==> src/rtl/qpsk_mod_pkg.sv <==
package qpsk_mod_pkg;
  localparam int CYCLE_LEN = 8;
  localparam int SYM_W     = 2;
  localparam int SAMPLE_W  = 8;
  localparam int IDX_W     = $clog2(CYCLE_LEN);
  localparam int QUARTER   = CYCLE_LEN / 4;

  typedef logic [SYM_W-1:0]    sym_t;
  typedef logic [IDX_W-1:0]    idx_t;
  typedef logic [SAMPLE_W-1:0] smp_t;

  function automatic smp_t carrier_lut(idx_t i);
    smp_t s;
    case (i)
      3'd0:    s = 8'h00;
      3'd1:    s = 8'h5A;
      3'd2:    s = 8'h7F;
      3'd3:    s = 8'hBF;
      3'd4:    s = 8'hFF;
      3'd5:    s = 8'hBF;
      3'd6:    s = 8'h7F;
      default: s = 8'h5A;
    endcase
    return s;
  endfunction
endpackage

==> src/rtl/qpsk_bit_pair.sv <==
module qpsk_bit_pair
  import qpsk_mod_pkg::*;
(
  input  logic clk_i,
  input  logic rst_ni,
  input  logic bit_i,
  input  logic bit_valid_i,
  output logic pair_vld_o,
  output sym_t pair_o
);
  logic half_q;
  logic first_q;

  always_ff @(posedge clk_i or negedge rst_ni) begin
    if (!rst_ni) begin
      half_q  <= 1'b0;
      first_q <= 1'b0;
    end else if (bit_valid_i) begin
      half_q <= ~half_q;
      if (!half_q) first_q <= bit_i;
    end
  end

  // pair completes on the second accepted bit
  assign pair_vld_o = bit_valid_i & half_q;
  assign pair_o     = {first_q, bit_i};

  p_ignore_idle_r8: assert property (@(posedge clk_i) disable iff (!rst_ni)
    !bit_valid_i |=> ($stable(half_q) && $stable(first_q)));
endmodule

==> src/rtl/qpsk_phase_ctl.sv <==
module qpsk_phase_ctl
  import qpsk_mod_pkg::*;
#(
  parameter int LEN = CYCLE_LEN
) (
  input  logic clk_i,
  input  logic rst_ni,
  input  logic pair_vld_i,
  input  sym_t pair_i,
  output idx_t cnt_o,
  output sym_t phase_o,
  output logic loaded_o
);
  localparam idx_t LAST = idx_t'(LEN - 1);

  idx_t cnt_q;
  sym_t phase_q;
  sym_t pend_sym_q;
  logic pend_q;
  logic loaded_q;
  logic boundary;

  assign boundary = (cnt_q == LAST);

  always_ff @(posedge clk_i or negedge rst_ni) begin
    if (!rst_ni) begin
      cnt_q      <= '0;
      phase_q    <= '0;
      pend_sym_q <= '0;
      pend_q     <= 1'b0;
      loaded_q   <= 1'b0;
    end else begin
      cnt_q <= cnt_q + idx_t'(1);
      // new pair wins over boundary consumption; load uses old holding value
      if (pair_vld_i) begin
        pend_q     <= 1'b1;
        pend_sym_q <= pair_i;
      end else if (boundary) begin
        pend_q <= 1'b0;
      end
      if (boundary && pend_q) begin
        phase_q  <= pend_sym_q;
        loaded_q <= 1'b1;
      end
    end
  end

  assign cnt_o    = cnt_q;
  assign phase_o  = phase_q;
  assign loaded_o = loaded_q;

  p_load_at_boundary_r3: assert property (@(posedge clk_i) disable iff (!rst_ni)
    !$stable(phase_q) |-> ($past(cnt_q) == LAST));

  p_load_needs_pending_r3: assert property (@(posedge clk_i) disable iff (!rst_ni)
    !$stable(phase_q) |-> $past(pend_q));

  p_pair_held_r7: assert property (@(posedge clk_i) disable iff (!rst_ni)
    pair_vld_i |=> (pend_q && pend_sym_q == $past(pair_i)));

  p_valid_sticky_r5: assert property (@(posedge clk_i) disable iff (!rst_ni)
    loaded_q |=> loaded_q);

  p_valid_at_start_r5: assert property (@(posedge clk_i) disable iff (!rst_ni)
    $rose(loaded_q) |-> (cnt_q == '0));
endmodule

==> src/rtl/qpsk_sample_lut.sv <==
module qpsk_sample_lut
  import qpsk_mod_pkg::*;
(
  input  idx_t cnt_i,
  input  sym_t phase_i,
  input  logic en_i,
  output smp_t sample_o
);
  idx_t idx;

  assign idx      = cnt_i + idx_t'(int'(phase_i) * QUARTER);
  assign sample_o = en_i ? carrier_lut(idx) : '0;
endmodule

==> src/rtl/qpsk_phase_mod.sv <==
module qpsk_phase_mod
  import qpsk_mod_pkg::*;
(
  input  logic                clk_i,
  input  logic                rst_ni,
  input  logic                bit_i,
  input  logic                bit_valid_i,
  output logic [SAMPLE_W-1:0] sample_o,
  output logic                sample_valid_o,
  output logic [SYM_W-1:0]    phase_o
);
  logic pair_vld;
  sym_t pair;
  idx_t cnt;
  sym_t phase;
  logic loaded;

  qpsk_bit_pair u_pair (
    .clk_i       (clk_i),
    .rst_ni      (rst_ni),
    .bit_i       (bit_i),
    .bit_valid_i (bit_valid_i),
    .pair_vld_o  (pair_vld),
    .pair_o      (pair)
  );

  qpsk_phase_ctl #(.LEN(CYCLE_LEN)) u_ctl (
    .clk_i      (clk_i),
    .rst_ni     (rst_ni),
    .pair_vld_i (pair_vld),
    .pair_i     (pair),
    .cnt_o      (cnt),
    .phase_o    (phase),
    .loaded_o   (loaded)
  );

  qpsk_sample_lut u_lut (
    .cnt_i    (cnt),
    .phase_i  (phase),
    .en_i     (loaded),
    .sample_o (sample_o)
  );

  assign sample_valid_o = loaded;
  assign phase_o        = phase;

  p_idle_quiet_r1: assert property (@(posedge clk_i) disable iff (!rst_ni)
    !sample_valid_o |-> (phase_o == '0));
endmodule

==> config.mk <==
export PLATFORM = sky130hd
export DESIGN_NAME = qpsk_phase_mod
export DESIGN_NICKNAME = d
export VERILOG_FILES = /design/src/rtl/qpsk_mod_pkg.sv /design/src/rtl/qpsk_bit_pair.sv /design/src/rtl/qpsk_phase_ctl.sv /design/src/rtl/qpsk_sample_lut.sv /design/src/rtl/qpsk_phase_mod.sv
export SDC_FILE = /design/constraint.sdc
export NUM_CORES = 1
export LEC_CHECK = 0
export BUFFER_PORTS_ARGS = -buffer_cell sky130_fd_sc_hd__clkbuf_2
export CAP_MARGIN = 25
export CORE_AREA = 5 5 42 44
export CTS_CLUSTER_SIZE = 16
export DETAILED_ROUTE_END_ITERATION = 7
export DIE_AREA = 0 0 47 49
export PLACE_DENSITY = 0.69
export SLEW_MARGIN = 30
export SYNTH_ARGS = -nofsm -noshare
export SYNTH_HDL_FRONTEND = slang
export SYNTH_SLANG_ARGS = --single-unit
==> constraint.sdc <==
create_clock -name clk_i -period 2.1 [get_ports clk_i]
set_input_delay 0.42 -clock clk_i [delete_from_list [all_inputs] [get_ports clk_i]]
set_output_delay 0.42 -clock clk_i [all_outputs]
set_load 0.03 [all_outputs]
==> impl_results.md, run 1 <==
* Drc violations at 0
* Crit path max fanout at 6
* Die H at 49 µm
* P&R area growth vs syn at 53.7%
* Initial antenna violation count at 0
* Setup crit start kind: flip-flop
* Seq/Total Area, Yosys at 45.6%
* # rows at 14
* DR top layer: met3
* Clk slew on worst S/H paths at 0.07 ns
* Final WL at 1230 µm
* Final ANT Viol Nets at 0
* Status: finished, violations left
* CP endpoint kind: output pin
* Core Area at 1400 µm²
* Number of global-route vias before repair at 486
* RSZ-0062 raised after global routing: yes
* Clk root buf: clkbuf_4
* Max Cap Viol at 0
* Failing checks: setup timing
* Final slew viol count at 0
* WL met1 at 495 µm
* Mux cell area share after synthesis at 13.5%
* TritonCTS Buffers at 3
* First-pass GRT wire length at 2110 µm
* R2R cell count at 4
* Fillcell total at 107
* Max_slew headroom at 79.4%
* Synth cell types at 24
* Boundary pin count at 15
* Peak VDD IR at 0.780 mV
* Power density cells at 1550 nW/µm²
* Cts hold-fix bufs at 0
* Gpl congestion at 0.681
* First-pass DRT Iterations at 2
* Final period util at 103%
* Total power draw at 1.43 mW
* Worst-margin pin slew at 0.309 ns
* CTS tree: done
* Total global routing overflow at 0
* Port bufs at 14
* GRT Overall Usage at 12.8%
* Clock Latency Late Sink at 0.26 ns
* Syn_nets at 61
* Worst r2r src: u_ctl.cnt_o[0]$_DFF_PN0_
* 1st-iter DRT viols at 5
* DR vias at 443
* Fin util at 66.2%
* Synth Register Bits at 11
* Synth Instances at 54
* RR Endpoint: u_ctl.phase_o[1]$_DFFE_PN0P_
* Cell Area, Synth at 603 µm²
* WL/cell at 13.6 µm
* N_diodes at 0
* Largest family of logic cells by synthesized area: simple AND/OR/NAND/NOR gates
* Die area at 2300 µm²
* Static Leak at 0.423 nW
* Critical path class: reg -> out
* Syn Area/Cell at 11.2 µm²
* Final hold vios at 0
* Adder-Cell Fraction of Synth Area at 6.22%
* Synth Area in XOR/XNOR at 6.85%
* Initial core utilization at 43.0%
* Dpl hpwl at 827 µm
* Tmin final at 2.16 ns
* Layout Nets at 82
* TNS Setup at -0.175 ns
* Post-synthesis compound-gate area fraction at 5.39%
* Largest net degree at the start of global routing at 12
* Max Fclk at 462 MHz
* Setup Skew at 0.00994 ns
* Met2 Routed Length at 679 µm
* Simple-gate share of the synthesized area at 13.7%
* Die Width at 47 µm
* Critical path required time at 1.68 ns
* Vias per inst at 4.92
* CTS sink cnt at 11
* Final setup viols at 6
* CP arrival at 1.74 ns
* Reg2Reg Setup Slack at 0.58 ns
* Share of post-route cells with drive strength above 1 at 63.5%
* Setup slack at placement at 0.0746 ns
* Final setup margin at -0.0637 ns
* Routed wl met3 at 52 µm
* Class of the worst hold path: in -> async
* H-tree Lvls at 1
* CTS max path bufs at 2
* Synth warn at 0
## routing by layer
layer	track usage [%]	up-vias
met5	0	-
li1	-	221
met2	21.9	13
met1	14.6	209
met3	4.43	0
met4	2.76	0
## cells in the mapped netlist (all sizes together)
| library cell | n | area [µm²] |
|---|---|---|
| or3 | 1 | 7.51 |
| nor4 | 1 | 6.26 |
| or3b | 2 | 17.5 |
| nand3b | 2 | 15.0 |
| nor2 | 2 | 10.0 |
| xnor3 | 1 | 23.8 |
| nand3 | 1 | 5.00 |
| buf | 4 | 30.0 |
| clkbuf | 2 | 7.51 |
| a21boi | 1 | 7.51 |
| mux2 | 6 | 71.3 |
| nor2b | 1 | 6.26 |
| ha | 3 | 37.5 |
| a21oi | 3 | 15.0 |
| xor2 | 1 | 8.76 |
| dfrtp | 11 | 275 |
| mux2i | 1 | 10.0 |
| xnor2 | 1 | 8.76 |
| nand2 | 4 | 15.0 |
| inv | 4 | 15.0 |
| o21ai | 2 | 10.0 |
## power by group
group,switching (mW),internal [mW],leakage (nW)
Sequential,0.0470,0.283,0.125
Combinational,0.464,0.503,0.281
Clock,0.0649,0.0702,0.0177
## worst max path at each step
| stage | start | endpoint | slack (ns) | cells past startpoint |
|---|---|---|---|---|
| finish | u_ctl.phase_o[0]$_DFFE_PN0P_ | sample_o[7] | -0.06 | 5 |
| global route | u_ctl.cnt_o[1]$_DFF_PN0_ | sample_o[6] | -0.15 | 6 |
| CTS | u_ctl.cnt_o[1]$_DFF_PN0_ | sample_o[6] | -0.05 | 6 |
| detailed placement | u_ctl.phase_o[0]$_DFFE_PN0P_ | sample_o[6] | 0.07 | 5 |
| global placement | u_ctl.phase_o[0]$_DFFE_PN0P_ | sample_o[6] | 0.10 | 5 |
| floorplan | u_ctl.phase_o[0]$_DFFE_PN0P_ | sample_o[2] | 0.03 | 5 |
## timing repair
| item | CTS | global route |
|---|---|---|
| endpoints found under the setup margin | 5 | 8 |
| buffers inserted | 6 | 1 |
| gates resized for setup | 18 | 19 |
| pin swaps | 3 | 3 |
## flip-flops by register name (all words and copies together), names as in the netlist
register          cells
u_ctl.cnt_o           3
u_ctl.pend_sym_q      2
u_ctl.phase_o         2
u_ctl.loaded_o        1
u_ctl.pend_q          1
u_pair.first_q        1
u_pair.half_q         1
## per-stage QoR
stage / hold slack, ns / instances / cell area, µm²
5_1_grt: 0.0154 / 90 / 927
3_5_place_dp: 0.303 / 79 / 704
3_3_place_gp: 0.304 / 79 / 704
6_report: 0.0133 / 90 / 927
4_1_cts: 0.0128 / 89 / 857
2_1_floorplan: 0.124 / 54 / 653
## cell usage in the layout (no fill, tap or decap), types with 2 or more instances in the layout
cell and instances:
inv_1 4, dfrtp_1 8, clkbuf_8 3, dfrtp_2 3
mux2_2 5, nand3b_1 2, clkbuf_4 3, ha_1 2
buf_6 5, buf_8 2, a21oi_4 2, nand2_1 4
clkbuf_2 6, buf_4 5
## cell type report
class                   count  area (µm²)  share of cell area (%)
flip-flops and latches     11         279                    30.1
clock inverters             1        5.00                   0.540
inverters                   4        15.0                    1.62
well taps                  16        20.0                    2.16
multi-input cells          33         370                    39.9
repair buffers             22         215                    23.2
clock buffers               3        22.5                    2.43
## cells by family (layout without fill, tap and decap cells)
logic type               Yosys count  after routing
AO/OA/AOI/OAI                      6              6
XOR/XNOR                           3              3
adder cells (fa/ha/maj)            3              3
buffers and inverters             10             30
flip-flops                        11             11
multiplexers                       7              7
AND/OR/NAND/NOR                   14             14
## worst max-delay path, stage by stage, from the launching register on
cell and delay, ns:
dfrtp_2 0.43, ha_4 0.18, xnor3_2 0.28, mux2_4 0.33, nor2_2 0.10, clkbuf_8 0.16
(Power assumes the default switching activity.)
==> run 2, diff against run 1 <==
--- a/config.mk
+++ b/config.mk
@@ -7,11 +7,11 @@
 export LEC_CHECK = 0
 export BUFFER_PORTS_ARGS = -buffer_cell sky130_fd_sc_hd__clkbuf_2
 export CAP_MARGIN = 25
-export CORE_AREA = 5 5 42 44
+export CORE_MARGIN = 5
+export CORE_UTILIZATION = 44
 export CTS_CLUSTER_SIZE = 16
 export DETAILED_ROUTE_END_ITERATION = 7
-export DIE_AREA = 0 0 47 49
-export PLACE_DENSITY = 0.69
+export PLACE_DENSITY = 0.7
 export SLEW_MARGIN = 30
 export SYNTH_ARGS = -nofsm -noshare
 export SYNTH_HDL_FRONTEND = slang
==> constraint.sdc (replaced) <==
create_clock -name clk_i -period 1.88 [get_ports clk_i]
set_input_delay 0.376 -clock clk_i [delete_from_list [all_inputs] [get_ports clk_i]]
set_output_delay 0.376 -clock clk_i [all_outputs]
set_load 0.03 [all_outputs]
==> run 2 against run 1 <==
  * The flow still finishes with violations (setup timing)
  * Power up 5.2%
  * Critical path depth unchanged
  * Wire length up 3.2%
  * Sequential power up 15%
  * Clock skew down 0.0095 ns
  * Final cell count down 2.2%
  * Clock power up 13%
  * Combinational power up 0.8%
  * Sequential cell count unchanged
  * Sequential share of layout area up 0.65 points
  * Final area down 2.6%
  * Register-to-register slack worse by 0.13 ns
  * Critical endpoint is now sample_o[6]
  * Largest power group unchanged
==> impl_results.md, run 2 (synthesis results as in run 1) <==
* CTS max path bufs at 2 (unchanged)
* Dpl hpwl at 907 µm (+9.7%)
* Fillcell total at 98 (-8.4%)
* Final ANT Viol Nets at 0 (unchanged)
* Fin util at 69.4% (+3.3 points)
* 1st-iter DRT viols at 5 (unchanged)
* Setup Skew at 0.000437 ns (-0.00950 ns)
* Class of the worst hold path: in -> reg
* Setup crit start kind: flip-flop
* H-tree Lvls at 1 (unchanged)
* Clk root buf: clkbuf_4
* Reg2Reg Setup Slack at 0.45 ns (-0.13 ns)
* Commonest non-fill, non-tap cell in the layout: dfrtp_1
* Static Leak at 0.414 nW (-2.2%)
* Setup slack at placement at -0.0660 ns (-0.141 ns)
* First-pass DRT Iterations at 4 (+2)
* R2R cell count at 4 (unchanged)
* RR Endpoint: u_ctl.phase_o[0]$_DFFE_PN0P_
* Number of global-route vias before repair at 444 (-8.6%)
* # rows at 13 (-1)
* Final WL at 1270 µm (+3.2%)
* Largest net degree at the start of global routing at 12 (unchanged)
* Crit path to: sample_o[6]
* P&R area growth vs syn at 49.8%
* CTS tree: done
* N_diodes at 0 (unchanged)
* Vias per inst at 4.90 (-0.50%)
* Final setup viols at 8 (+2)
* Final period util at 112%
* First-pass GRT wire length at 2010 µm (-4.9%)
* Initial core utilization at 46.3% (+3.3 points)
* Initial antenna violation count at 0 (unchanged)
* Share of post-route cells with drive strength above 1 at 61.6% (-1.9 points)
* Final slew viol count at 0 (unchanged)
* Final hold vios at 0 (unchanged)
* Gpl congestion at 0.675 (-0.90%)
* Clock Latency Late Sink at 0.26 ns (about the same)
* Largest register FFs at 3 (unchanged)
* Status: finished, violations left
* Die H at 47.0 µm (-4.0%)
* Critical path required time at 1.50 ns (-0.18 ns)
* Crit path max fanout at 4 (-2)
* Drc violations at 0 (unchanged)
* Die area at 2210 µm² (-4.0%)
* TritonCTS Buffers at 3 (unchanged)
* Power density cells at 1670 nW/µm² (+8.0%)
* Total global routing overflow at 0 (unchanged)
* Max_slew headroom at 75.7% (-3.7 points)
* Peak VDD IR at 0.905 mV (+16%)
* Critical path launch point: u_ctl.cnt_o[1]$_DFF_PN0_
* Tmin final at 2.10 ns
* Most frequent cells in the layout: dfrtp_1 (9), clkbuf_4 (6), clkbuf_2 (6)
* TNS Setup at -1.42 ns (-1.24 ns)
* Max Fclk at 475 MHz
* Clk slew on worst S/H paths at 0.06 ns (about the same)
* DR vias at 431 (-2.7%)
* Port bufs at 14 (unchanged)
* Failing checks: setup timing
* Max Cap Viol at 0 (unchanged)
* Boundary pin count at 15 (unchanged)
* Final setup margin at -0.223 ns (-0.160 ns)
* CP arrival at 1.73 ns (about the same)
* Die Width at 47.0 µm (about the same)
* Core Area at 1300 µm² (-7.1%)
* CP endpoint kind: output pin
* WL/cell at 14.4 µm (+5.5%)
* RSZ-0062 raised after global routing: yes
* CTS sink cnt at 11 (unchanged)
* Worst-margin pin slew at 0.363 ns (+0.0541 ns)
* Critical path class: reg -> out
* GRT Overall Usage at 13.5% (+0.77 points)
* Layout Nets at 81 (-1.2%)
* Worst r2r src: u_ctl.cnt_o[0]$_DFF_PN0_
run 2: cell count changes in the layout (fill, tap and decap cells not counted), sizes merged:
| cell | change |
|---|---|
| clkinv | -1 |
| clkbuf | +3 |
| dlygate4sd3 | +1 |
| buf | -4 |
run 2: where the power goes:
group / internal (mW) / total (mW) / switching (mW) / leakage (nW)
clock: 0.0819 / 0.153 / 0.0708 / 0.0150
sequential: 0.317 / 0.379 / 0.0624 / 0.127
combinational: 0.482 / 0.975 / 0.493 / 0.272
total: 0.881 / 1.51 / 0.626 / 0.414
run 2: timing repair:
item                                   4_1_cts  5_1_grt
resized for setup                           20        6
pin swaps                                    3        3
buffers inserted                             0        2
endpoints found under the hold margin       11        0
setup endpoints to repair                    8        8
hold buffers                                 1        0
run 2: cell type report:
| cell class | instances | area [µm²] | share of cell area, % |
|---|---|---|---|
| multi-input cells | 33 | 378 | 41.8 |
| repair buffers | 21 | 188 | 20.8 |
| well taps | 15 | 18.8 | 2.08 |
| clock buffers | 4 | 26.3 | 2.91 |
| inverters | 4 | 15.0 | 1.66 |
| flip-flops and latches | 11 | 278 | 30.7 |
run 2: per-stage QoR:
step	hold WS (ns)	total power, mW	instance area, µm²	cells
global placement	0.261	1.14	753	81
detailed placement	0.258	1.18	753	81
floorplan	0.0804	1.03	681	54
finish	0.332	1.51	903	88
global route	0.350	1.60	903	88
CTS	0.329	1.47	875	86
run 2: critical path: stages (launching register included):
cell	delay (ns)
dfrtp_1	0.41
ha_4	0.27
or3b_4	0.38
a21oi_4	0.17
nor4_4	0.06
clkbuf_8	0.17
run 2: layer usage:
metal / vias to the layer above / GRT usage (%) / share of wire [%]
met5: - / 0 / 0
met4: 0 / 6.63 / 0
met3: 0 / 2.30 / 5.8
met2: 11 / 22.5 / 54
met1: 199 / 16.9 / 40
li1: 221 / - / -
run 2: worst min-delay path by stage:
stage,from,endpoint,slack (ns),depth (start not counted)
final,bit_valid_i,u_pair.half_q$_DFFE_PN0P_,0.33,2
after detailed placement,rst_ni,u_ctl.loaded_o$_DFFE_PN0P_,0.26,1
after CTS,bit_valid_i,u_pair.half_q$_DFFE_PN0P_,0.33,2
after floorplan,rst_ni,u_ctl.cnt_o[0]$_DFF_PN0_,0.08,0
after global placement,rst_ni,u_pair.half_q$_DFFE_PN0P_,0.26,1
after global routing,bit_valid_i,u_pair.half_q$_DFFE_PN0P_,0.35,2
==> run 3, diff against run 2 <==
--- a/config.mk
+++ b/config.mk
@@ -5,6 +5,7 @@
 export SDC_FILE = /design/constraint.sdc
 export NUM_CORES = 1
 export LEC_CHECK = 0
+export ABC_AREA = 1
 export BUFFER_PORTS_ARGS = -buffer_cell sky130_fd_sc_hd__clkbuf_2
 export CAP_MARGIN = 25
 export CORE_MARGIN = 5
==> run 3 against run 2 <==
  * The flow still finishes with violations (setup timing)
  * First-iteration DRC count down 60%
  * Register-to-register slack worse by 0.06 ns
  * Non-clock buffer count down 2
  * Synthesized cell count up 35%
  * Via count up 18%
  * Wire length down 2.7%
  * Clock skew up 0.0015 ns
  * Core utilization about the same
  * Sequential cell count unchanged
  * Maximum frequency up 11%
  * Sequential share of layout area up 0.53 points
  * Critical path type unchanged
  * Critical endpoint unchanged
==> impl_results.md, run 3 <==
* Seq/Total Area, Yosys at 46.1% (+0.48 points)
* Placed cell count at 98 (+21%)
* Fillcell total at 105 (+7.1%)
* Finished Layout Cells at 107 (+22%)
* Comb power frac at 55.9% (-8.8 points)
* Core Area at 1280 µm² (-1.3%)
* Multi-input logic area at 352 µm² (-7.0%)
* CTS sink cnt at 11 (unchanged)
* Synth Register Bits at 11 (unchanged)
* Reg area at 279 µm² (+0.45%)
* Setup Skew at 0.00195 ns (+0.00152 ns)
* Max_slew headroom at 82.0% (+6.3 points)
* CP arrival at 1.52 ns (-0.21 ns)
* Peak VDD IR at 0.543 mV (-40%)
* Post-synth EDFFs at 0 (unchanged)
* Vias per inst at 4.77 (-2.7%)
* Leading register cell type out of synthesis: dfrtp_1
* Switch Pwr at 0.458 mW (-27%)
* CTS max path bufs at 2 (unchanged)
* Layout Nets at 100 (+23%)
* Number of global-route vias before repair at 462 (+4.1%)
* Clk slew on worst S/H paths at 0.07 ns (about the same)
* Setup crit start kind: flip-flop
* Sw Share at 43.0% (+1.4 points)
* Clk root buf: clkbuf_4
* Final hold vios at 0 (unchanged)
* Final WL at 1230 µm (-2.7%)
* Top-area cell type share of the netlist area at 46.1% (+0.48 points)
* Initial antenna violation count at 0 (unchanged)
* H-tree Lvls at 1 (unchanged)
* N_diodes at 0 (unchanged)
* Status: finished, violations left
* Boundary pin count at 15 (unchanged)
* Port bufs at 14 (unchanged)
* CP endpoint kind: output pin
* Tmin final at 1.90 ns (-0.205 ns)
* Critical path class: reg -> out
* 1st-iter DRT viols at 2 (-3)
* Syn Area/Cell at 8.18 µm² (-27%)
* First-pass GRT wire length at 1840 µm (-8.2%)
* Synth area leader: dfrtp_1
* CTS tree: done
* Most common cell in the netlist: nand2_1
* Syn_nets at 80 (+31%)
* WL/cell at 11.5 µm (-20%)
* Synth Instances at 73 (+35%)
* Int Pwr at 0.608 mW (-31%)
* Worst-margin pin slew at 0.270 ns (-0.0927 ns)
* Clock Latency Late Sink at 0.27 ns (about the same)
* Share of post-route cells with drive strength above 1 at 59.8% (-1.9 points)
* Initial core utilization at 46.4% (+0.10 points)
* TritonCTS Buffers at 3 (unchanged)
* P&R area growth vs syn at 49.5%
* Die area at 2190 µm² (-0.81%)
* Crit path max fanout at 5 (+1)
* RSZ-0062 raised after global routing: yes
* Class of the worst hold path: in -> reg
* Final period util at 101% (-11 points)
* Hold Crit Depth at 3 (+1)
* Die H at 46.8 µm (-0.40%)
* First-pass DRT Iterations at 2 (-2)
* Cell Area, Synth at 597 µm² (-1.0%)
* Top cells by count, synth: nand2_1 (18), dfrtp_1 (11), inv_1 (11), nand3_1 (5), nor2_1 (5)
* GRT Overall Usage at 12.3% (-1.2 points)
* Critical path required time at 1.50 ns (about the same)
* Static Leak at 0.458 nW (+11%)
* Final non-filler cell area at 892 µm² (-1.2%)
* Largest register FFs at 3 (unchanged)
* Final ANT Viol Nets at 0 (unchanged)
* Synth cell types at 16 (-33%)
* # rows at 13 (unchanged)
* Post-synth ARST share at 100% (unchanged)
* Total global routing overflow at 0 (unchanged)
* Drc violations at 0 (unchanged)
* Final setup viols at 7 (-1)
* Final setup margin at -0.0185 ns (+0.205 ns)
* Power density cells at 1190 nW/µm² (-28%)
* Clk pwr share at 15.0% (+4.9 points)
* Most frequent cells in the layout: nand2_1 (10), dfrtp_1 (8), inv_1 (7), nand2_2 (7)
* Sequential Power Share at 29.1% (+3.9 points)
* Max Fclk at 527 MHz (+11%)
* DR vias at 510 (+18%)
* R2R cell count at 5 (+1)
* Placed cell areas at 683 µm² (-9.3%)
* Failing checks: setup timing
* Dpl hpwl at 811 µm (-11%)
* Commonest non-fill, non-tap cell in the layout: nand2_1
* Die Width at 46.8 µm (-0.40%)
* Max Cap Viol at 0 (unchanged)
* Top cells by area, synth: dfrtp_1 (46%), nand2_1 (11%), inv_1 (6.9%)
* Synth warn at 0 (unchanged)
* Largest net degree at the start of global routing at 12 (unchanged)
* Final slew viol count at 0 (unchanged)
* Gpl congestion at 0.825 (+22%)
## run 3: through the flow
stage	power [mW]	worst slack, ns	setup TNS, ns	hold slack (ns)	utilization [%]
after floorplan	0.662	0.0667	0	0.0804	-
after global placement	0.731	0.241	0	0.263	53.2
after detailed placement	0.735	0.229	0	0.266	53.2
after CTS	0.978	-0.0192	-0.0589	0.328	62.1
after global routing	1.14	-0.103	-0.751	0.355	69.4
final	1.07	-0.0185	-0.0733	0.341	69.4
## run 3: final cells by class
class | instances | share of cell area [%]
repair buffers | 19 | 18.5
inverters | 12 | 5.75
flip-flops and latches | 11 | 31.3
multi-input cells | 46 | 39.4
well taps | 15 | 2.10
clock buffers | 4 | 2.95
## run 3: repair_timing
action	CTS	global route
setup buffers	2	2
cloned	0	0
resized for setup	18	26
endpoints found under the hold margin	11	0
pin swaps	2	9
hold buffers	1	0
setup endpoints to repair	8	8
## run 3: routing by layer
layer	track usage (%)	up-vias	part of all wire, %
met5	0	-	0
met4	8.29	0	3.1
met3	3.83	4	4.9
met2	22.0	12	51
met1	12.1	231	41
li1	-	263	-
## run 3: final timing paths
check / from / endpoint / slack (ns)
min in group asynchronous: rst_ni / u_ctl.pend_sym_q[1]$_DFFE_PN0P_ / 0.50
max reg2reg: u_ctl.cnt_o[1]$_DFF_PN0_ / u_ctl.phase_o[0]$_DFFE_PN0P_ / 0.39
min reg2reg: u_ctl.pend_sym_q[0]$_DFFE_PN0P_ / u_ctl.pend_sym_q[0]$_DFFE_PN0P_ / 0.49
max: u_ctl.phase_o[0]$_DFFE_PN0P_ / sample_o[6] / -0.02
max in group asynchronous: rst_ni / u_ctl.cnt_o[2]$_DFF_PN0_ / 1.14
min: bit_i / u_pair.first_q$_DFFE_PN0P_ / 0.34
## run 3: worst max-delay path: stages, from the launching register on
cell and delay (ns):
dfrtp_2 0.43, ha_4 0.30, nand2_2 0.08, inv_2 0.10
nand3_2 0.09, nand2_2 0.08, nor2_2 0.04, clkbuf_8 0.15
## run 3: cells by family after synthesis
group,Yosys count,share of synthesized area (%)
AOI/OAI and AO/OA,7,5.87
adders and majority gates,3,6.29
buffers and inverters,16,12.6
DFF,11,46.1
muxes,1,1.89
and+or+nand+nor,35,27.3
## run 3: power groups by stage
stage	Sequential (mW)	Combinational (mW)	Clock [mW]
after global routing	0.314	0.640	0.183
after detailed placement	0.312	0.422	0
after CTS	0.307	0.501	0.171
after global placement	0.311	0.420	0
after floorplan	0.336	0.326	0
final	0.310	0.596	0.160
